### src/rtl/spp_pkg.sv
package spp_pkg;

    localparam int PINS   = 8;
    localparam int WORD_W = 2 * PINS;
    localparam int BE_W   = WORD_W / PINS;

    typedef enum logic {
        WORD_DATA = 1'b0,
        WORD_CTRL = 1'b1
    } word_sel_e;

    typedef struct packed {
        logic [PINS-1:0] latch;
        logic [PINS-1:0] route;
        logic [PINS-1:0] dir;
    } port_cfg_t;

    typedef struct packed {
        logic [PINS-1:0] value;
        logic [PINS-1:0] enable;
    } pad_drive_t;

    function automatic logic [PINS-1:0] merge_byte(
        input logic [PINS-1:0] old_v,
        input logic [PINS-1:0] new_v,
        input logic            en,
        input logic [PINS-1:0] keep_mask
    );
        return en ? (new_v & keep_mask) : old_v;
    endfunction

endpackage

### src/rtl/spp_regs.sv
module spp_regs
    import spp_pkg::*;
#(
    parameter logic [PINS-1:0] SPI_MASK = 8'h7B
) (
    input  logic              clk,
    input  logic              rst,
    input  logic              wr,
    input  word_sel_e         sel,
    input  logic [BE_W-1:0]   be,
    input  logic [WORD_W-1:0] wdata,
    output port_cfg_t         cfg
);

    localparam logic [PINS-1:0] ALL_ONES = {PINS{1'b1}};

    port_cfg_t cfg_q;
    port_cfg_t cfg_d;

    always_comb begin
        cfg_d = cfg_q;
        if (wr) begin
            unique case (sel)
                WORD_DATA: begin
                    cfg_d.latch = merge_byte(cfg_q.latch, wdata[PINS-1:0], be[0], ALL_ONES);
                end
                WORD_CTRL: begin
                    cfg_d.route = merge_byte(cfg_q.route, wdata[WORD_W-1:PINS], be[1], SPI_MASK);
                    cfg_d.dir   = merge_byte(cfg_q.dir,   wdata[PINS-1:0],      be[0], ALL_ONES);
                end
                default: cfg_d = cfg_q;
            endcase
        end
    end

    always_ff @(posedge clk) begin
        if (rst) begin
            cfg_q <= '0;
        end else begin
            cfg_q <= cfg_d;
        end
    end

    assign cfg = cfg_q;


    route_unimpl_chk: assert property (@(posedge clk) disable iff (rst)
        (cfg_q.route & ~SPI_MASK) == '0);


    dir_hold_chk: assert property (@(posedge clk) disable iff (rst)
        (wr && sel == WORD_CTRL && !be[0]) |=> $stable(cfg_q.dir));


    route_hold_chk: assert property (@(posedge clk) disable iff (rst)
        (wr && sel == WORD_CTRL && !be[1]) |=> $stable(cfg_q.route));


    idle_hold_chk: assert property (@(posedge clk) disable iff (rst)
        !wr |=> $stable(cfg_q));

endmodule

### src/rtl/spp_pin_mux.sv
module spp_pin_mux
    import spp_pkg::*;
(
    input  logic            clk,
    input  logic            rst,
    input  port_cfg_t       cfg,
    input  logic [PINS-1:0] per_out,
    input  logic [PINS-1:0] per_oe,
    output pad_drive_t      drive
);

    for (genvar i = 0; i < PINS; i++) begin : g_pin
        always_comb begin
            if (cfg.route[i]) begin
                drive.value[i]  = per_out[i];
                drive.enable[i] = per_oe[i];
            end else begin
                drive.value[i]  = cfg.latch[i];
                drive.enable[i] = cfg.dir[i];
            end
        end


        gpio_input_quiet_chk: assert property (@(posedge clk) disable iff (rst)
            (!cfg.route[i] && !cfg.dir[i]) |-> !drive.enable[i]);


        periph_follow_chk: assert property (@(posedge clk) disable iff (rst)
            cfg.route[i] |-> (drive.value[i] == per_out[i] && drive.enable[i] == per_oe[i]));


        first_drive_chk: assert property (@(posedge clk) disable iff (rst)
            ($rose(drive.enable[i]) && !cfg.route[i]) |-> drive.value[i] == cfg.latch[i]);
    end

endmodule

### src/rtl/spp_read_mux.sv
module spp_read_mux
    import spp_pkg::*;
(
    input  word_sel_e         sel,
    input  port_cfg_t         cfg,
    input  logic [PINS-1:0]   pad_in,
    output logic [WORD_W-1:0] rdata
);

    always_comb begin
        unique case (sel)
            WORD_DATA: rdata = {{PINS{1'b0}}, pad_in};
            WORD_CTRL: rdata = {cfg.route, cfg.dir};
            default:   rdata = '0;
        endcase
    end

endmodule

### src/rtl/shared_pin_port.sv
module shared_pin_port
    import spp_pkg::*;
#(
    parameter logic [7:0] SPI_MASK = 8'h7B
) (
    input  logic        clk,
    input  logic        rst,
    input  logic        reg_wr,
    input  logic        reg_addr,
    input  logic [1:0]  reg_be,
    input  logic [15:0] reg_wdata,
    output logic [15:0] reg_rdata,
    input  logic [7:0]  per_out,
    input  logic [7:0]  per_oe,
    input  logic [7:0]  pad_in,
    output logic [7:0]  pad_out,
    output logic [7:0]  pad_oe
);

    word_sel_e  sel;
    port_cfg_t  cfg;
    pad_drive_t drive;

    assign sel = word_sel_e'(reg_addr);

    spp_regs #(.SPI_MASK(SPI_MASK)) u_regs (
        .clk   (clk),
        .rst   (rst),
        .wr    (reg_wr),
        .sel   (sel),
        .be    (reg_be),
        .wdata (reg_wdata),
        .cfg   (cfg)
    );

    spp_pin_mux u_mux (
        .clk     (clk),
        .rst     (rst),
        .cfg     (cfg),
        .per_out (per_out),
        .per_oe  (per_oe),
        .drive   (drive)
    );

    spp_read_mux u_rd (
        .sel    (sel),
        .cfg    (cfg),
        .pad_in (pad_in),
        .rdata  (reg_rdata)
    );

    assign pad_out = drive.value;
    assign pad_oe  = drive.enable;


    gpio_out_drive_chk: assert property (@(posedge clk) disable iff (rst)
        ((pad_oe & ~cfg.route) == (cfg.dir & ~cfg.route)));


    reset_clear_chk: assert property (@(posedge clk)
        $past(rst) |-> (pad_oe == 8'h00 && cfg == '0));

endmodule

### config.mk
export PLATFORM = sky130hd
export DESIGN_NAME = shared_pin_port
export DESIGN_NICKNAME = d
export VERILOG_FILES = /design/src/rtl/spp_pkg.sv /design/src/rtl/spp_regs.sv /design/src/rtl/spp_pin_mux.sv /design/src/rtl/spp_read_mux.sv /design/src/rtl/shared_pin_port.sv
export SDC_FILE = /design/constraint.sdc
export NUM_CORES = 1
export LEC_CHECK = 0
export ABC_CLOCK_PERIOD_IN_PS = 2050
export BUFFER_PORTS_ARGS = -buffer_cell sky130_fd_sc_hd__buf_2
export CORE_ASPECT_RATIO = 0.6
export CORE_MARGIN = 2
export CORE_UTILIZATION = 46
export DETAILED_ROUTE_END_ITERATION = 10
export GPL_TIMING_DRIVEN = 0
export PLACE_DENSITY = 0.92
export SYNTH_ARGS = -nofsm -noshare
export SYNTH_HDL_FRONTEND = slang
export SYNTH_SLANG_ARGS = --single-unit
### constraint.sdc
create_clock -name clk -period 2.05 [get_ports clk]
set_input_delay 0 -clock clk [delete_from_list [all_inputs] [get_ports clk]]
set_output_delay 0 -clock clk [all_outputs]
set_load 0.02 [all_outputs]
### Yosys cells after proc, flatten, opt, wreduce, memory -nomap -nowiden

Index checks and enable logic that the tools add are counted.

| word-level totals | value |
|---|---|
| bits in registers | 22 |
| latch bits | 0 |
| bits in writable memories | 0 |
| memory bits (read-only) | 0 |
| bits of input ports | 46 |
| output and inout port bits | 32 |
| logic and storage cells | 20 |
| memories kept | 0 |

| operators by class | value |
|---|---|
| add/subtract/negate cells | 0 |
| multiply operators | 0 |
| div/mod/pow operators | 0 |
| $lt $le $gt $ge | 0 |
| eq/ne operators | 0 |
| shift operators | 0 |
| muxes and demuxes | 13 |
| bitwise logic cells | 1 |
| reductions and logical operators | 3 |

Operator list:

| operator | count |
|---|---|
| $pmux 16 s2 | 1 |
| $mux 1 | 12 |
| $reduce_and 3->1 | 3 |
| $not 1->1 | 1 |

### Longest topological paths before layout

Gate-level depths: netlist of run 1.

| depth | value |
|---|---|
| depth in word-level cells | 2 |
| depth in mapped cells | 4 |
| mapped depth without buffers | 2 |

### Hierarchy

From an unflattened synthesis of run 1, not the netlist that was laid out.

| unflattened totals | value |
|---|---|
| cell total of the unflattened synthesis | 128 |
| area, all modules | 1392.6 um2 |

By module, submodules not included:

| module | instances | cells each | area an instance (um2) |
|---|---|---|---|
| spp_regs | 1 | 94 | 989.7 |
| spp_pin_mux | 1 | 16 | 232.7 |
| spp_read_mux | 1 | 18 | 170.2 |

### Worst setup path before layout of run 1

OpenSTA, ideal clock, no wires.

| timing | value |
|---|---|
| kind | register -> output |
| from | register u_regs.cfg_q (netlist bit u_regs.cfg[8]) |
| to | output port pad_oe[0] |
| arrival | 0.737 ns |
| data required time | 2.050 ns |
| setup slack | 1.313 ns |
| stages on the path, launching flop included | 2 |
| buffers on the path | 0 |
| cell sequence | dfxtp_1 -> mux2_2 |

| between the ends | value |
|---|---|
| word-level cells in the longest chain between the ends | 1 |

Ends and longest elaborated chain:

| element | RTL line | source |
|---|---|---|
| from (decl) | spp_regs.sv:17 | `port_cfg_t cfg_q;` |
| from (signal assigned) | spp_regs.sv:40 | `cfg_q <= cfg_d;` |
| $mux 1 | spp_pin_mux.sv:14 | `if (cfg.route[i]) begin` |
| to (decl) | shared_pin_port.sv:17 | `output logic [7:0] pad_oe` |

No other way between the ends.

### Worst setup path after layout of run 1

| timing | value |
|---|---|
| from | register u_regs.cfg_q (netlist bit u_regs.cfg[11]) |
| to | output port pad_oe[3] |

The elaborated chain is that of the path after synthesis.

==> impl_metrics.tcl, run 1 <==
set metrics [dict create \
    cts.repair_timing.setup_buffer_count 0 \
    synth_largest_area_cell "sky130_fd_sc_hd__dfxtp_1" \
    area_of_the_die_sq_um 3280 \
    io_buffers 68 \
    hold_path_startpoint "reg_wdata[12]" \
    n_antenna_cell 0 \
    drc_errors 0 \
    hold_end "u_regs.cfg[12]" \
    maxCapViolations 0 \
    fin_tns_setup_ns 0 \
    synth_sequential_area_ratio_pct 33.9 \
    tritoncts "done" \
    initial_utilization_pct 50.1 \
    grt_first_pass_wirelength_mm 4.46 \
    die_h_um 45.2 \
    setup_viol_count_final 0 \
    clkSinkCount 22 \
    timing.critical_path.from "u_regs.cfg[11]" \
    critical_path_arrival_ns 1.18 \
    clock_latency_ns 0.25 \
    crit_slowest_cell "sky130_fd_sc_hd__dfxtp_1" \
    critical_path_required_ns 2.05 \
    reg2regPathDepth 2 \
    cts-root-buf "sky130_fd_sc_hd__clkbuf_8" \
    synth_area_leaders "sky130_fd_sc_hd__dfxtp_1, sky130_fd_sc_hd__mux2_2, sky130_fd_sc_hd__nand2b_1, sky130_fd_sc_hd__mux2i_1, sky130_fd_sc_hd__buf_4" \
    timing.rr.start "u_regs.cfg[11]" \
    globalplace.congestion 0.748 \
    holdCritPathClass "in2reg" \
    core_region_area_sq_um 2590 \
    initialDrtViolationCount 32 \
    final_common_cell "sky130_fd_sc_hd__buf_2" \
    grt_overflow 0 \
    report.power.total_mw 0.929 \
    antenna_left 0 \
    std_cell_rows 14 \
    worst_ir_drop_vdd_v 0.000388 \
    maxClockFrequency_mhz 850 \
    nets 246 \
    final-hold-violation-count 0 \
    timing_max_transition_violations_final 0 \
    pwr_density_cell_nw_per_um2 533 \
    wirelength_mm 2.92 \
    drt-vias-per-instance 4.63 \
    largest_reg_flops 22 \
    via_count 1065 \
    timing.hold.worst_path_depth 3 \
    finalCritPeriodShare_pct 57.4 \
    yosys_register_bits 22 \
    fin_crit_ns 1.18 \
    rr_endpoint "u_regs.cfg[11]" \
    die_x_um 72.6 \
    grt_setup_unrepaired "no" \
    synth_cells 124 \
    outcome "finished, final reports clean" \
    syn2layout_area_growth_pct 34.3 \
    cts.htree.levels 1 \
    setup.worst_path.class "reg2out" \
    cp-end-kind "output port" \
    layout.filler_cells 216 \
    via_count_of_the_first_global_routing_pass 946 \
    crit_chain "mux2_2 > buf_2" \
    fin_area_sq_um 1740 \
    reg2reg_slack_ns 1.40 \
    detail_route.wl_per_cell_um 12.7 \
    drive_above_1_share_pct 52.5 \
    area_fraction_of_the_dominant_cell_type_after_synthesis_pct 33.9 \
    grt_start_max_net_pins 12 \
    placedInstanceArea_sq_um 1680 \
    clkTransAtPathRegs_ns 0.08 \
    dr.pass1.iters 4 \
    syn-mean-instance-area_sq_um 10.5 \
    top_level_ports 78 \
    critical-path-max-stage-delay_ns 0.40 \
    cts_buffers 3 \
    clock_path_buffers 2 \
    number_of_antenna_violations_at_the_first_check_in_global_routing 0 \
    crit_path_max_fanout 4 \
    synth.distinct_cells 12 \
    final_cell_mix "sky130_fd_sc_hd__buf_2, sky130_fd_sc_hd__nand2b_1, sky130_fd_sc_hd__mux2i_1, sky130_fd_sc_hd__dfxtp_1, sky130_fd_sc_hd__mux2_2" \
    yosys_warnings 0 \
    finalClockSkew_ns 0 \
    syn-cell-area_sq_um 1300 \
    start_kind "register" \
    dp_hpwl_mm 2.17 \
    power_leakage_nw 0.904 \
    groute.usage.overall_pct 18.5 \
]
-- critical path, delay by kind of cell (launching register included) --
| kind | cells | cell delay [ns] |
|---|---|---|
| flip-flops | 1 | 0.40 |
| buffers and inverters | 1 | 0.16 |
| multiplexers | 1 | 0.36 |
-- stage by stage --
stage,utilization [%],hold slack [ns],setup WS (ns),instances
after CTS,67.3,0.00500,0.883,230
after global placement,64.9,0.267,1.16,225
after detailed placement,64.9,0.269,1.15,225
final,67.3,0.00126,0.873,230
after floorplan,-,0.155,1.31,125
after global routing,67.3,0.00882,0.842,230
-- power by group --
part	switching, mW	internal [mW]	leakage (nW)	total, mW
registers	0.0118	0.442	0.179	0.454
clock network	0.130	0.131	0.0216	0.261
logic	0.103	0.112	0.703	0.214
total	0.245	0.685	0.904	0.929
-- cell families (layout without fill, tap and decap cells) --
logic type,Yosys count,count (layout),synth area share [%]
buffers and inverters,14,87,8.38
other,1,2,0.289
multiplexers,42,42,34.3
flip-flops,22,22,33.9
AND/OR/NAND/NOR,45,45,23.1
-- how the worst max path moves through the flow --
stage | cells after the start | endpoint | slack, ns
global route | 2 | pad_oe[3] | 0.84
floorplan | 1 | pad_oe[0] | 1.31
global placement | 2 | pad_oe[3] | 1.16
detailed placement | 4 | u_regs.cfg[19] | 1.15
finish | 2 | pad_oe[3] | 0.87
CTS | 2 | pad_oe[3] | 0.88
-- timing repair --
item	4_1_cts	5_1_grt
endpoints found under the hold margin	2	0
hold buffers	2	0
resized for setup	0	0
-- area by class of cell --
| cell class | instances | area (sq um) | share of cell area, % |
|---|---|---|---|
| Buffer | 14 | 109 | 6.24 |
| Timing Repair Buffer | 70 | 360 | 20.7 |
| Sequential cell | 22 | 440 | 25.3 |
| Tap cell | 32 | 40.0 | 2.30 |
| Multi-Input combinational cell | 89 | 753 | 43.2 |
| Clock buffer | 3 | 41.3 | 2.37 |
-- routing by layer --
| metal | share of wire [%] | routed length (um) | global-route usage (%) | vias to the layer above |
|---|---|---|---|---|
| li1 | - | - | - | 552 |
| met1 | 51 | 1500 | 24.8 | 462 |
| met2 | 41 | 1190 | 29.8 | 49 |
| met3 | 7.4 | 215 | 5.36 | 2 |
| met4 | 0.58 | 17 | 4.44 | 0 |
| met5 | 0 | 0 | 0 | - |
-- cells in the mapped netlist --
cell                        n
sky130_fd_sc_hd__nand3b_4   1
sky130_fd_sc_hd__mux2i_1   22
sky130_fd_sc_hd__clkbuf_1   3
sky130_fd_sc_hd__nand2b_1  36
sky130_fd_sc_hd__conb_1     1
sky130_fd_sc_hd__mux2_2    20
sky130_fd_sc_hd__buf_6      4
sky130_fd_sc_hd__and3_1     1
sky130_fd_sc_hd__and3_4     1
sky130_fd_sc_hd__buf_4      7
sky130_fd_sc_hd__and2_1     6
sky130_fd_sc_hd__dfxtp_1   22
(Power assumes the default switching activity.)
==> run 2: changes to the inputs <==
- ABC_AREA: default -> 1
- ABC_CLOCK_PERIOD_IN_PS: 2050 -> 1000
- CORE_UTILIZATION: 46 -> 38
- PLACE_DENSITY: 0.92 -> 0.83
- clock period: 2.05 -> 1 ns (I/O delays scaled with it)
==> run 2 against run 1 <==
The flow now finishes with violations (negative hold slack). Cell count is 45% higher. Synthesized area is 3.8% lower. Clock-buffer cell count stayed put. Global-route usage is 0.17 points lower. Worst hold slack worse by 0.0021 ns. Via count is 35% higher. Die area is 15% higher. Utilization is 8.8 points lower. First-iteration DRC count is 120% higher. Sequential share of layout area is 1.0 points lower. Largest power group unchanged.
==> impl_metrics.tcl, run 2 <==
set metrics [dict create \
    synth.most_common_cell "sky130_fd_sc_hd__nand2_1" \
    wirelength_mm 3.57 \
    timing_max_transition_violations_final 0 \
    cts_buffers 3 \
    yosys_warnings 0 \
    final_cell_mix "sky130_fd_sc_hd__nand2_1, sky130_fd_sc_hd__buf_2, sky130_fd_sc_hd__nor2_1, sky130_fd_sc_hd__inv_1, sky130_fd_sc_hd__dfxtp_1" \
    layout.core_utilization_pct 58.5 \
    worst_slack_ns 0.0298 \
    ys_async_sr_fraction_pct 0 \
    critical_path_arrival_ns 0.97 \
    final_common_cell "sky130_fd_sc_hd__nand2_1" \
    hold-worst-slack_ns -0.000791 \
    n_antenna_cell 0 \
    finalClockSkew_ns 0 \
    detail_route.wl_per_cell_um 10.7 \
    yosys_register_bits 22 \
    ys_top_cells_by_count "sky130_fd_sc_hd__nand2_1, sky130_fd_sc_hd__nor2_1, sky130_fd_sc_hd__inv_1" \
    via_count_of_the_first_global_routing_pass 1228 \
    holdCritPathClass "in2reg" \
    maxCapViolations 0 \
    dp_hpwl_mm 2.41 \
    start_kind "register" \
    synth_cells 203 \
    critical_path_required_ns 1.00 \
    nets 337 \
    finalCritPeriodShare_pct 97.0 \
    area_fraction_of_the_dominant_cell_type_after_synthesis_pct 35.2 \
    clock_latency_ns 0.26 \
    maxClockFrequency_mhz 1030 \
    initialDrtViolationCount 71 \
    outcome "complete, but fails checks" \
    syn2layout_area_growth_pct 49.9 \
    crit_path_max_fanout 6 \
    failed_checks "negative hold slack" \
    initial_utilization_pct 39.0 \
    drc_errors 0 \
    cp-end-kind "output port" \
    via_count 1436 \
    clkTransAtPathRegs_ns 0.08 \
    clkSinkCount 22 \
    placedInstanceArea_sq_um 1650 \
    io_buffers 68 \
    clock_path_buffers 2 \
    syn-mean-instance-area_sq_um 6.16 \
    globalplace.congestion 0.728 \
    setup_viol_count_final 0 \
    grt_overflow 0 \
    die_h_um 48.4 \
    drt-vias-per-instance 4.30 \
    dr.pass1.iters 4 \
    number_of_antenna_violations_at_the_first_check_in_global_routing 0 \
    final-hold-violation-count 1 \
    setup.worst_path.class "reg2out" \
    top_level_ports 78 \
    grt_setup_unrepaired "yes" \
    drive_above_1_share_pct 35.6 \
    synth_area_leaders "sky130_fd_sc_hd__dfxtp_1, sky130_fd_sc_hd__nand2_1, sky130_fd_sc_hd__nor2_1, sky130_fd_sc_hd__inv_1, sky130_fd_sc_hd__o21ai_0" \
    worst_ir_drop_vdd_v 0.000780 \
    cts-root-buf "sky130_fd_sc_hd__clkbuf_8" \
    largest_reg_flops 22 \
    power_leakage_nw 1.10 \
    fin_area_sq_um 1870 \
    cts.htree.levels 1 \
    synth_sequential_area_ratio_pct 35.2 \
    grt_start_max_net_pins 12 \
    core_region_area_sq_um 3200 \
    tritoncts "done" \
    area_of_the_die_sq_um 3780 \
    grt_first_pass_wirelength_mm 5.46 \
    syn-cell-area_sq_um 1250 \
    groute.usage.overall_pct 18.3 \
    std_cell_rows 16 \
    die_x_um 78.0 \
    synth.distinct_cells 14 \
    post-place-ws_ns 0.166 \
    antenna_left 0 \
    pwr_density_cell_nw_per_um2 1110 \
    ys.flop_type "sky130_fd_sc_hd__dfxtp_1" \
    fin_tns_setup_ns 0 \
    fin_crit_ns 0.970 \
    synth_edf_count 0 \
    cts.repair_timing.setup_buffer_count 0 \
    synth_largest_area_cell "sky130_fd_sc_hd__dfxtp_1" \
]
[run 2: path summary, 6_finish.rpt]
| path | start | endpoint | slack (ns) | cells after the start |
|---|---|---|---|---|
| setup / recovery | u_regs.cfg[8] | pad_out[0] | 0.03 | 2 |
| hold / removal | rst | u_regs.cfg[12] | -0.0008 | 4 |
| setup reg to reg | u_regs.cfg[14] | u_regs.cfg[14] | 0.31 | 4 |
| hold reg to reg | u_regs.cfg[16] | u_regs.cfg[16] | 0.52 | 4 |
[run 2: critical path, cell delays in order (launching register included)]
cell                      delay (ns)
sky130_fd_sc_hd__dfxtp_2        0.35
sky130_fd_sc_hd__o21ai_0        0.17
sky130_fd_sc_hd__buf_2          0.19
[run 2: stage by stage]
step / instances / total power [mW] / hold WS (ns)
after floorplan: 204 / 1.28 / 0.135
after global placement: 317 / 1.48 / 0.224
after detailed placement: 317 / 1.48 / 0.230
after CTS: 334 / 2.06 / 0.00319
after global routing: 334 / 2.19 / 0.0343
final: 334 / 2.09 / -0.000791
[run 2: timing repair]
item / 4_1_cts / 5_1_grt
hold buffers: 14 / 0
setup endpoints to repair: 2 / 18
endpoints found under the hold margin: 20 / 0
resized for setup: 1 / 27
pin swaps: 0 / 1
[run 2: routing by layer]
metal	up-vias	global-route usage, %	part of all wire (%)
met3	2	4.48	6.3
met2	52	31.9	46
li1	767	-	-
met5	-	0	0
met4	0	2.63	0.31
met1	615	23.7	48
[run 2: cells by family (layout without fill, tap and decap cells)]
logic type	after synthesis	count (layout)	synth area share, %
buf+inv	43	128	17.8
simple gates	117	117	38.6
compound gates	20	20	8.01
flops	22	22	35.2
other cells	1	2	0.300
[run 2: where the power goes]
part / total, mW / switching (mW) / internal (mW)
registers: 0.952 / 0.0299 / 0.922
logic: 0.581 / 0.328 / 0.253
clock network: 0.555 / 0.286 / 0.269
[run 2: cell type report]
cell class                      instances  area (sq um)
Clock buffer                            3          41.3
Multi-Input combinational cell        139           601
Timing Repair Buffer                   82           498
Buffer                                 13           105
Fill cell                             328          1330
Inverter                               30           118
Sequential cell                        22           454
Tap cell                               45          56.3
